[src/rtl/blkld_pkg.sv]
// Package: shared phase type and mode bit positions for the block load sequencer.
// Assumes word-granular addressing with 4-byte words.
package blkld_pkg;
    typedef enum logic [1:0] {
        PH_IDLE  = 2'd0,
        PH_FIRST = 2'd1,
        PH_XFER  = 2'd2,
        PH_TAIL  = 2'd3
    } phase_t;

    localparam int unsigned MODE_INC_BIT    = 1;
    localparam int unsigned MODE_BEFORE_BIT = 0;
    localparam int unsigned WORD_BYTES      = 4;
endpackage

[src/rtl/blkld_plan.sv]
// Module: blkld_plan
// Counts the registers in a list and derives the first transfer address and
// the written-back base. Purely combinational; the caller samples the results
// at the start strobe. Assumes the base is word-aligned.
module blkld_plan #(
    parameter int unsigned NREG = 16,
    parameter int unsigned AW   = 32,
    localparam int unsigned CW  = $clog2(NREG + 1)
) (
    input  logic [NREG-1:0] list,
    input  logic [AW-1:0]   base,
    input  logic [1:0]      mode,
    output logic [CW-1:0]   cnt,
    output logic [AW-1:0]   first_addr,
    output logic [AW-1:0]   next_base
);
    import blkld_pkg::*;

    logic [AW-1:0] span;
    logic [AW-1:0] word;

    // Population count of the register list.
    always_comb begin
        cnt = '0;
        for (int i = 0; i < int'(NREG); i++) begin
            cnt = cnt + CW'(list[i]);
        end
    end

    // Start address and final base from the mode bits.
    always_comb begin
        word = AW'(WORD_BYTES);
        span = AW'(cnt) * word;
        if (mode[MODE_INC_BIT]) begin
            first_addr = mode[MODE_BEFORE_BIT] ? base + word : base;
            next_base  = base + span;
        end else begin
            first_addr = mode[MODE_BEFORE_BIT] ? base - span : base - span + word;
            next_base  = base - span;
        end
    end
endmodule

[src/rtl/blkld_pick.sv]
// Module: blkld_pick
// Priority picker: returns the index of the lowest set bit of a mask, and
// whether any bit is set. Combinational.
module blkld_pick #(
    parameter int unsigned NREG = 16,
    localparam int unsigned IW  = $clog2(NREG)
) (
    input  logic [NREG-1:0] mask,
    output logic [IW-1:0]   idx,
    output logic            any
);
    // Scan from the top so the lowest set bit wins.
    always_comb begin
        idx = '0;
        any = |mask;
        for (int i = int'(NREG) - 1; i >= 0; i--) begin
            if (mask[i]) idx = IW'(i);
        end
    end
endmodule

[src/rtl/blkld_seq.sv]
// Module: blkld_seq (top)
// Multi-cycle block register load. The first busy cycle issues only the first
// address. Each later cycle writes the word for the previous address and issues
// the next one. The last cycle decides the base update. Aborts cancel writes
// from the aborted word onward and restore the base. A one-register list ends
// with an idle cycle. Assumes memory returns data and abort one cycle after
// the address, and that mem_abort is raised only in data cycles.
module blkld_seq #(
    parameter int unsigned NREG   = 16,
    parameter int unsigned AW     = 32,
    parameter int unsigned DW     = 32,
    parameter int unsigned PC_IDX = 15,
    localparam int unsigned IW    = $clog2(NREG),
    localparam int unsigned CW    = $clog2(NREG + 1)
) (
    input  logic            clk,
    input  logic            rst_n,
    input  logic            start,
    input  logic [AW-1:0]   base_val,
    input  logic [IW-1:0]   base_idx,
    input  logic [NREG-1:0] reg_list,
    input  logic [1:0]      amode,
    input  logic            wb_en,
    input  logic [IW-1:0]   nxt_ra,
    input  logic            nxt_ra_vld,
    input  logic [IW-1:0]   nxt_rb,
    input  logic            nxt_rb_vld,
    input  logic [DW-1:0]   mem_rdata,
    input  logic            mem_abort,
    output logic            busy,
    output logic            mem_rd,
    output logic [AW-1:0]   mem_addr,
    output logic            rf_we,
    output logic [IW-1:0]   rf_idx,
    output logic [DW-1:0]   rf_data,
    output logic            base_we,
    output logic [AW-1:0]   base_data,
    output logic            flush,
    output logic            stall
);
    import blkld_pkg::*;

    phase_t          phase_q;
    logic [NREG-1:0] rem_q;
    logic [IW-1:0]   cur_q;
    logic [AW-1:0]   addr_q;
    logic [AW-1:0]   orig_q;
    logic [AW-1:0]   newb_q;
    logic            wb_q;
    logic            single_q;
    logic            binl_q;
    logic            ab_q;
    logic            stall_q;

    logic [CW-1:0]   pl_cnt;
    logic [AW-1:0]   pl_first;
    logic [AW-1:0]   pl_next;
    logic [IW-1:0]   pk_idx;
    logic            pk_any;

    logic            accept;
    logic            last_xfer;
    logic            end_c;
    logic            ab_now;
    logic            hit;

    blkld_plan #(.NREG(NREG), .AW(AW)) u_plan (
        .list       (reg_list),
        .base       (base_val),
        .mode       (amode),
        .cnt        (pl_cnt),
        .first_addr (pl_first),
        .next_base  (pl_next)
    );

    blkld_pick #(.NREG(NREG)) u_pick (
        .mask (rem_q),
        .idx  (pk_idx),
        .any  (pk_any)
    );

    // Per-cycle decode of the phase into port activity.
    always_comb begin
        accept    = (phase_q == PH_IDLE) && start && (|reg_list);
        busy      = (phase_q != PH_IDLE);
        mem_rd    = (phase_q == PH_FIRST) || ((phase_q == PH_XFER) && pk_any);
        mem_addr  = addr_q;
        rf_we     = (phase_q == PH_XFER) && !ab_q && !mem_abort;
        rf_idx    = cur_q;
        rf_data   = mem_rdata;
        last_xfer = (phase_q == PH_XFER) && !pk_any;
        end_c     = (last_xfer && !single_q) || (phase_q == PH_TAIL);
        ab_now    = ab_q || ((phase_q == PH_XFER) && mem_abort);
        base_we   = end_c && (ab_now || (wb_q && !binl_q));
        base_data = ab_now ? orig_q : newb_q;
        flush     = rf_we && (cur_q == IW'(PC_IDX));
        hit       = (nxt_ra_vld && (nxt_ra == cur_q)) || (nxt_rb_vld && (nxt_rb == cur_q));
        stall     = stall_q;
    end

    // Phase sequencing, address stepping and capture of the instruction fields.
    always_ff @(posedge clk) begin
        if (!rst_n) begin
            phase_q  <= PH_IDLE;
            rem_q    <= '0;
            cur_q    <= '0;
            addr_q   <= '0;
            orig_q   <= '0;
            newb_q   <= '0;
            wb_q     <= 1'b0;
            single_q <= 1'b0;
            binl_q   <= 1'b0;
            ab_q     <= 1'b0;
            stall_q  <= 1'b0;
        end else begin
            stall_q <= last_xfer && !single_q && rf_we && hit;
            case (phase_q)
                PH_IDLE: begin
                    if (accept) begin
                        addr_q   <= pl_first;
                        rem_q    <= reg_list;
                        orig_q   <= base_val;
                        newb_q   <= pl_next;
                        wb_q     <= wb_en;
                        single_q <= (pl_cnt == CW'(1));
                        binl_q   <= reg_list[base_idx];
                        ab_q     <= 1'b0;
                        phase_q  <= PH_FIRST;
                    end
                end
                PH_FIRST: begin
                    cur_q   <= pk_idx;
                    rem_q   <= rem_q & (rem_q - NREG'(1));
                    addr_q  <= addr_q + AW'(WORD_BYTES);
                    phase_q <= PH_XFER;
                end
                PH_XFER: begin
                    ab_q <= ab_now;
                    if (pk_any) begin
                        cur_q  <= pk_idx;
                        rem_q  <= rem_q & (rem_q - NREG'(1));
                        addr_q <= addr_q + AW'(WORD_BYTES);
                    end else begin
                        phase_q <= single_q ? PH_TAIL : PH_IDLE;
                    end
                end
                default: begin
                    phase_q <= PH_IDLE;
                end
            endcase
        end
    end
endmodule

[config.mk]
export PLATFORM = sky130hd
export DESIGN_NAME = blkld_seq
export DESIGN_NICKNAME = d
export VERILOG_FILES = /design/src/rtl/blkld_pkg.sv /design/src/rtl/blkld_plan.sv /design/src/rtl/blkld_pick.sv /design/src/rtl/blkld_seq.sv
export SDC_FILE = /design/constraint.sdc
export NUM_CORES = 1
export LEC_CHECK = 0
export ABC_AREA = 1
export BUFFER_PORTS_ARGS = -buffer_cell sky130_fd_sc_hd__buf_2
export CORE_ASPECT_RATIO = 0.9
export CORE_MARGIN = 2
export CORE_UTILIZATION = 35
export CTS_BUF_LIST = sky130_fd_sc_hd__clkbuf_8
export DETAILED_ROUTE_END_ITERATION = 8
export HOLD_SLACK_MARGIN = 0.08
export SLEW_MARGIN = 20
export SYNTH_ARGS = -nofsm -noshare
export SYNTH_HDL_FRONTEND = slang
export SYNTH_SLANG_ARGS = --single-unit
[constraint.sdc]
create_clock -name clk -period 7.4 [get_ports clk]
set_clock_uncertainty 0.15 [all_clocks]
set_input_delay 0.37 -clock clk [delete_from_list [all_inputs] [get_ports clk]]
set_output_delay 0.37 -clock clk [all_outputs]
set_load 0.1 [all_outputs]
==> metrics.md <==
| Metric | Value |
|---|---|
| Drt first pass iters | 5 |
| DIE WIDTH | 192 um |
| Post-synthesis instance total | 1774 |
| Fillers | 3450 |
| Switching power | 3.36 mW |
| Clk pin slew, worst setup/hold paths | 0.08 ns |
| Fin crit period | around 6.8 ns |
| Grt total ovfl | 0 |
| Sw frac | 62.4% |
| Unrepaired setup endpoints after global routing | false |
| Area delta synth->final | 10.6% |
| Synth warnings | 0 |
| Sequential Area | 2420 um2 |
| Utilization after layout | 39.6% |
| Crit path capture type | flop |
| Hold path cells | 3 |
| Cts bufs inserted | 17 |
| Slew HR | 38.4% |
| Hold Crit Endpoint | rem_q[8] |
| Initial core utilization | ~36% |
| # hold bufs at CTS | 14 |
| Hold violation count in the final report | 0 |
| Internal power | 2.02 mW |
| Final setup fails | 0 |
| Asr flop ratio synth | 0% |
| Maxcap violations | 0 |
| Clock share of power | 10.6% |
| HPWL Detailed | 31400 um |
| Finished Cell Area | 12300 um2 |
| CTS tree | built |
| Wire per inst | 17.9 um |
| Synth area leader | dfxtp_1 |
| Period utilization | 91.5% |
| Crit start category | input pin |
| Setup Buffers After CTS | 0 |
| WS Path Type | input pin to flop |
| Sink Count | approximately 120 |
| Comb pwr share | 70.0% |
| Critical Path RT | approximately 7.6 ns |
| CTS max path bufs | 2 |
| Die ar. | roughly 33000 um2 |
| VDD IR max | 0.246 mV |
| Fraction of layout cells with a size suffix above 1 | 17.2% |
| Post-route DRC violation count | 0 |
| Pin count of the biggest net entering global routing | 78 |
| Placed instance area | 11800 um2 |
| Worst-Skew Late Latency | 0.49 ns |
| Critical Path Source | reg_list[0] |
| Ports | 207 |
| Top FF cell, synth | dfxtp_1 |
| EDFF count, synth | 0 |
| Diode count | 0 |
| H-tree depth | 4 |
| Number of vias per cell | 5.31 |
| Post-synth top cells | 359 x nand2_1, 223 x inv_1, 168 x nor2_1 |
| Yosys cell types | 57 |
| GRT Total Usage | 24.4% |
| Initial antenna violation count | 0 |
| Routability Congestion | 0.955 |
| Worst R2R Path Depth | 13 |
| Cell row count | 61 |
| Fmax | 148 MHz |
| DR iter-0 viols | 1053 |
| Final WL | 40700 um |
| Post-synth top area share | 21.7% |
| Final ANT Viol Nets | 0 |
| Vias in the first global route | 11.0k |
| Setup TNS Final | 0 ns |
| Area of the multi-input gates | 7210 um2 |
| PostCTS Resize Cnt | 0 |
| Most frequent CP cell | nand2_1 |
| Sequential power share | 19.4% |
| Least-Margin Pin Slew | 0.922 ns |
| Max Slew Vio Count | 0 |
| CP max stage cell | fa_1 |
| HP Class | input pin to flop |
| Netlist Area Pre-Place | about 11000 um2 |
| Register bit count reported by yosys | 121 |
| Register-to-register setup slack | 3.21 ns |
| Slowest Stage Delay on Critical Path | approximately 0.53 ns |
| First-pass GRT wire length | 63300 um |
| Sequential area share after synthesis | 21.7% |
| Via count | approximately 12k |
| Clk root buf | clkbuf_8 |
| Total power | 5.39 mW |
| R2R Path Start | phase_q[0] |
| Core area | 31100 um2 |
| Run status | complete, no violations |
| IO Port Bufs | around 140 |
| FF-to-FF End | rem_q[13] |
| Power Density | 437 nW/um2 |
| Layout Nets | 1987 |
| Die Ht | 173 um |
| Synth area leaders | dfxtp_1 22%, nand2_1 12%, inv_1 7.5% |
| Worst-path maximum fanout | 9 |
| Leak | 5.64 nW |
| Worst hold start | reg_list[8] |
| Synth Net Count | 1913 |
| Arr. time, crit path | 6.96 ns |
| Most common cell in the synthesized netlist | nand2_1 |
| Mean Syn Cell Area | 6.29 um2 |
-- layout by cell type (no fill, tap or decap), types with 8 or more instances in the layout --
| master | count |
|---|---|
| ha_1 | 26 |
| buf_2 | 142 |
| nand3b_1 | 9 |
| nand2_2 | 23 |
| xor2_1 | 35 |
| o211ai_1 | 27 |
| mux2_2 | 28 |
| inv_1 | 224 |
| dlygate4sd3_1 | 14 |
| nor3_1 | 23 |
| fa_1 | 12 |
| nor2_1 | 167 |
| o21ai_1 | 8 |
| nor4_1 | 11 |
| dfxtp_1 | 121 |
| nand4_1 | 40 |
| clkbuf_8 | 17 |
| o21ai_0 | 127 |
| a21oi_1 | 145 |
| inv_2 | 12 |
| buf_4 | 10 |
| xnor2_1 | 8 |
| nand3_1 | 131 |
| nor2_4 | 14 |
| nand2_1 | 359 |
| nor2_2 | 24 |
-- how the worst max path moves through the flow --
| stage | to | slack, ns | cells after the start |
|---|---|---|---|
| 2_1_floorplan | mem_addr[29] | 1.64 | 31 |
| 3_3_place_gp | mem_addr[24] | 0.86 | 32 |
| 3_5_place_dp | mem_addr[24] | 0.77 | 32 |
| 4_1_cts | mem_addr[24] | 0.75 | 33 |
| 5_1_grt | mem_addr[24] | 0.30 | 33 |
| 6_report | mem_addr[24] | 0.63 | 33 |
-- power groups by stage --
stage	Combinational, mW	Sequential [mW]	Clock [mW]
CTS	3.77	1.04	0.587
global route	4.13	1.07	0.615
global placement	3.71	1.05	0
finish	3.77	1.04	0.572
floorplan	2.54	1.57	0
detailed placement	3.75	1.05	0
-- registers in the layout, summed over array words and instances (netlist names) --
| signal | cells |
|---|---|
| ab_q | 1 |
| binl_q | 1 |
| mem_addr | 32 |
| newb_q | 30 |
| orig_q | 32 |
| phase_q | 2 |
| rem_q | 16 |
| rf_idx | 4 |
| single_q | 1 |
| stall | 1 |
| wb_q | 1 |
-- critical path: cells and delay by family --
family / cells / cell delay (ns)
buffers and inverters: 7 / 0.96
AND/OR/NAND/NOR: 16 / 1.75
adder cells (fa/ha/maj): 8 / 3.47
AO/OA/AOI/OAI: 2 / 0.39
-- per-stage QoR --
step / setup slack (ns) / hold WS, ns / cells
finish: 0.632 / 0.102 / 2270
global route: 0.301 / 0.107 / 2270
CTS: 0.745 / 0.0832 / 2270
detailed placement: 0.768 / 0.298 / 2224
global placement: 0.858 / 0.293 / 2224
floorplan: 1.64 / 0.280 / 1774
-- final cells by class --
class,instances,share of cell area (%)
multi-input cells,1300,58.4
flip-flops and latches,121,19.6
repair buffers,166,7.50
inverters,242,7.42
well taps,409,4.15
clock buffers,17,1.90
clock inverters,15,0.953
-- kinds of logic after synthesis --
logic type / after synthesis / synth area share [%]
muxes: 28 / 2.83
and+or+nand+nor: 833 / 35.3
xor gates and xnor gates: 43 / 3.38
adders and majority gates: 38 / 5.07
buffers and inverters: 353 / 13.7
AOI/OAI and AO/OA: 358 / 18.0
DFF: 121 / 21.7
-- layer usage --
metal	track usage [%]	routed length [um]	part of all wire [%]
met5	0	0	0
met1	34.1	19000	47
met2	38.1	18200	45
met3	3.81	2500	6.1
met4	7.89	1040	2.6
(Power assumes the default switching activity.)
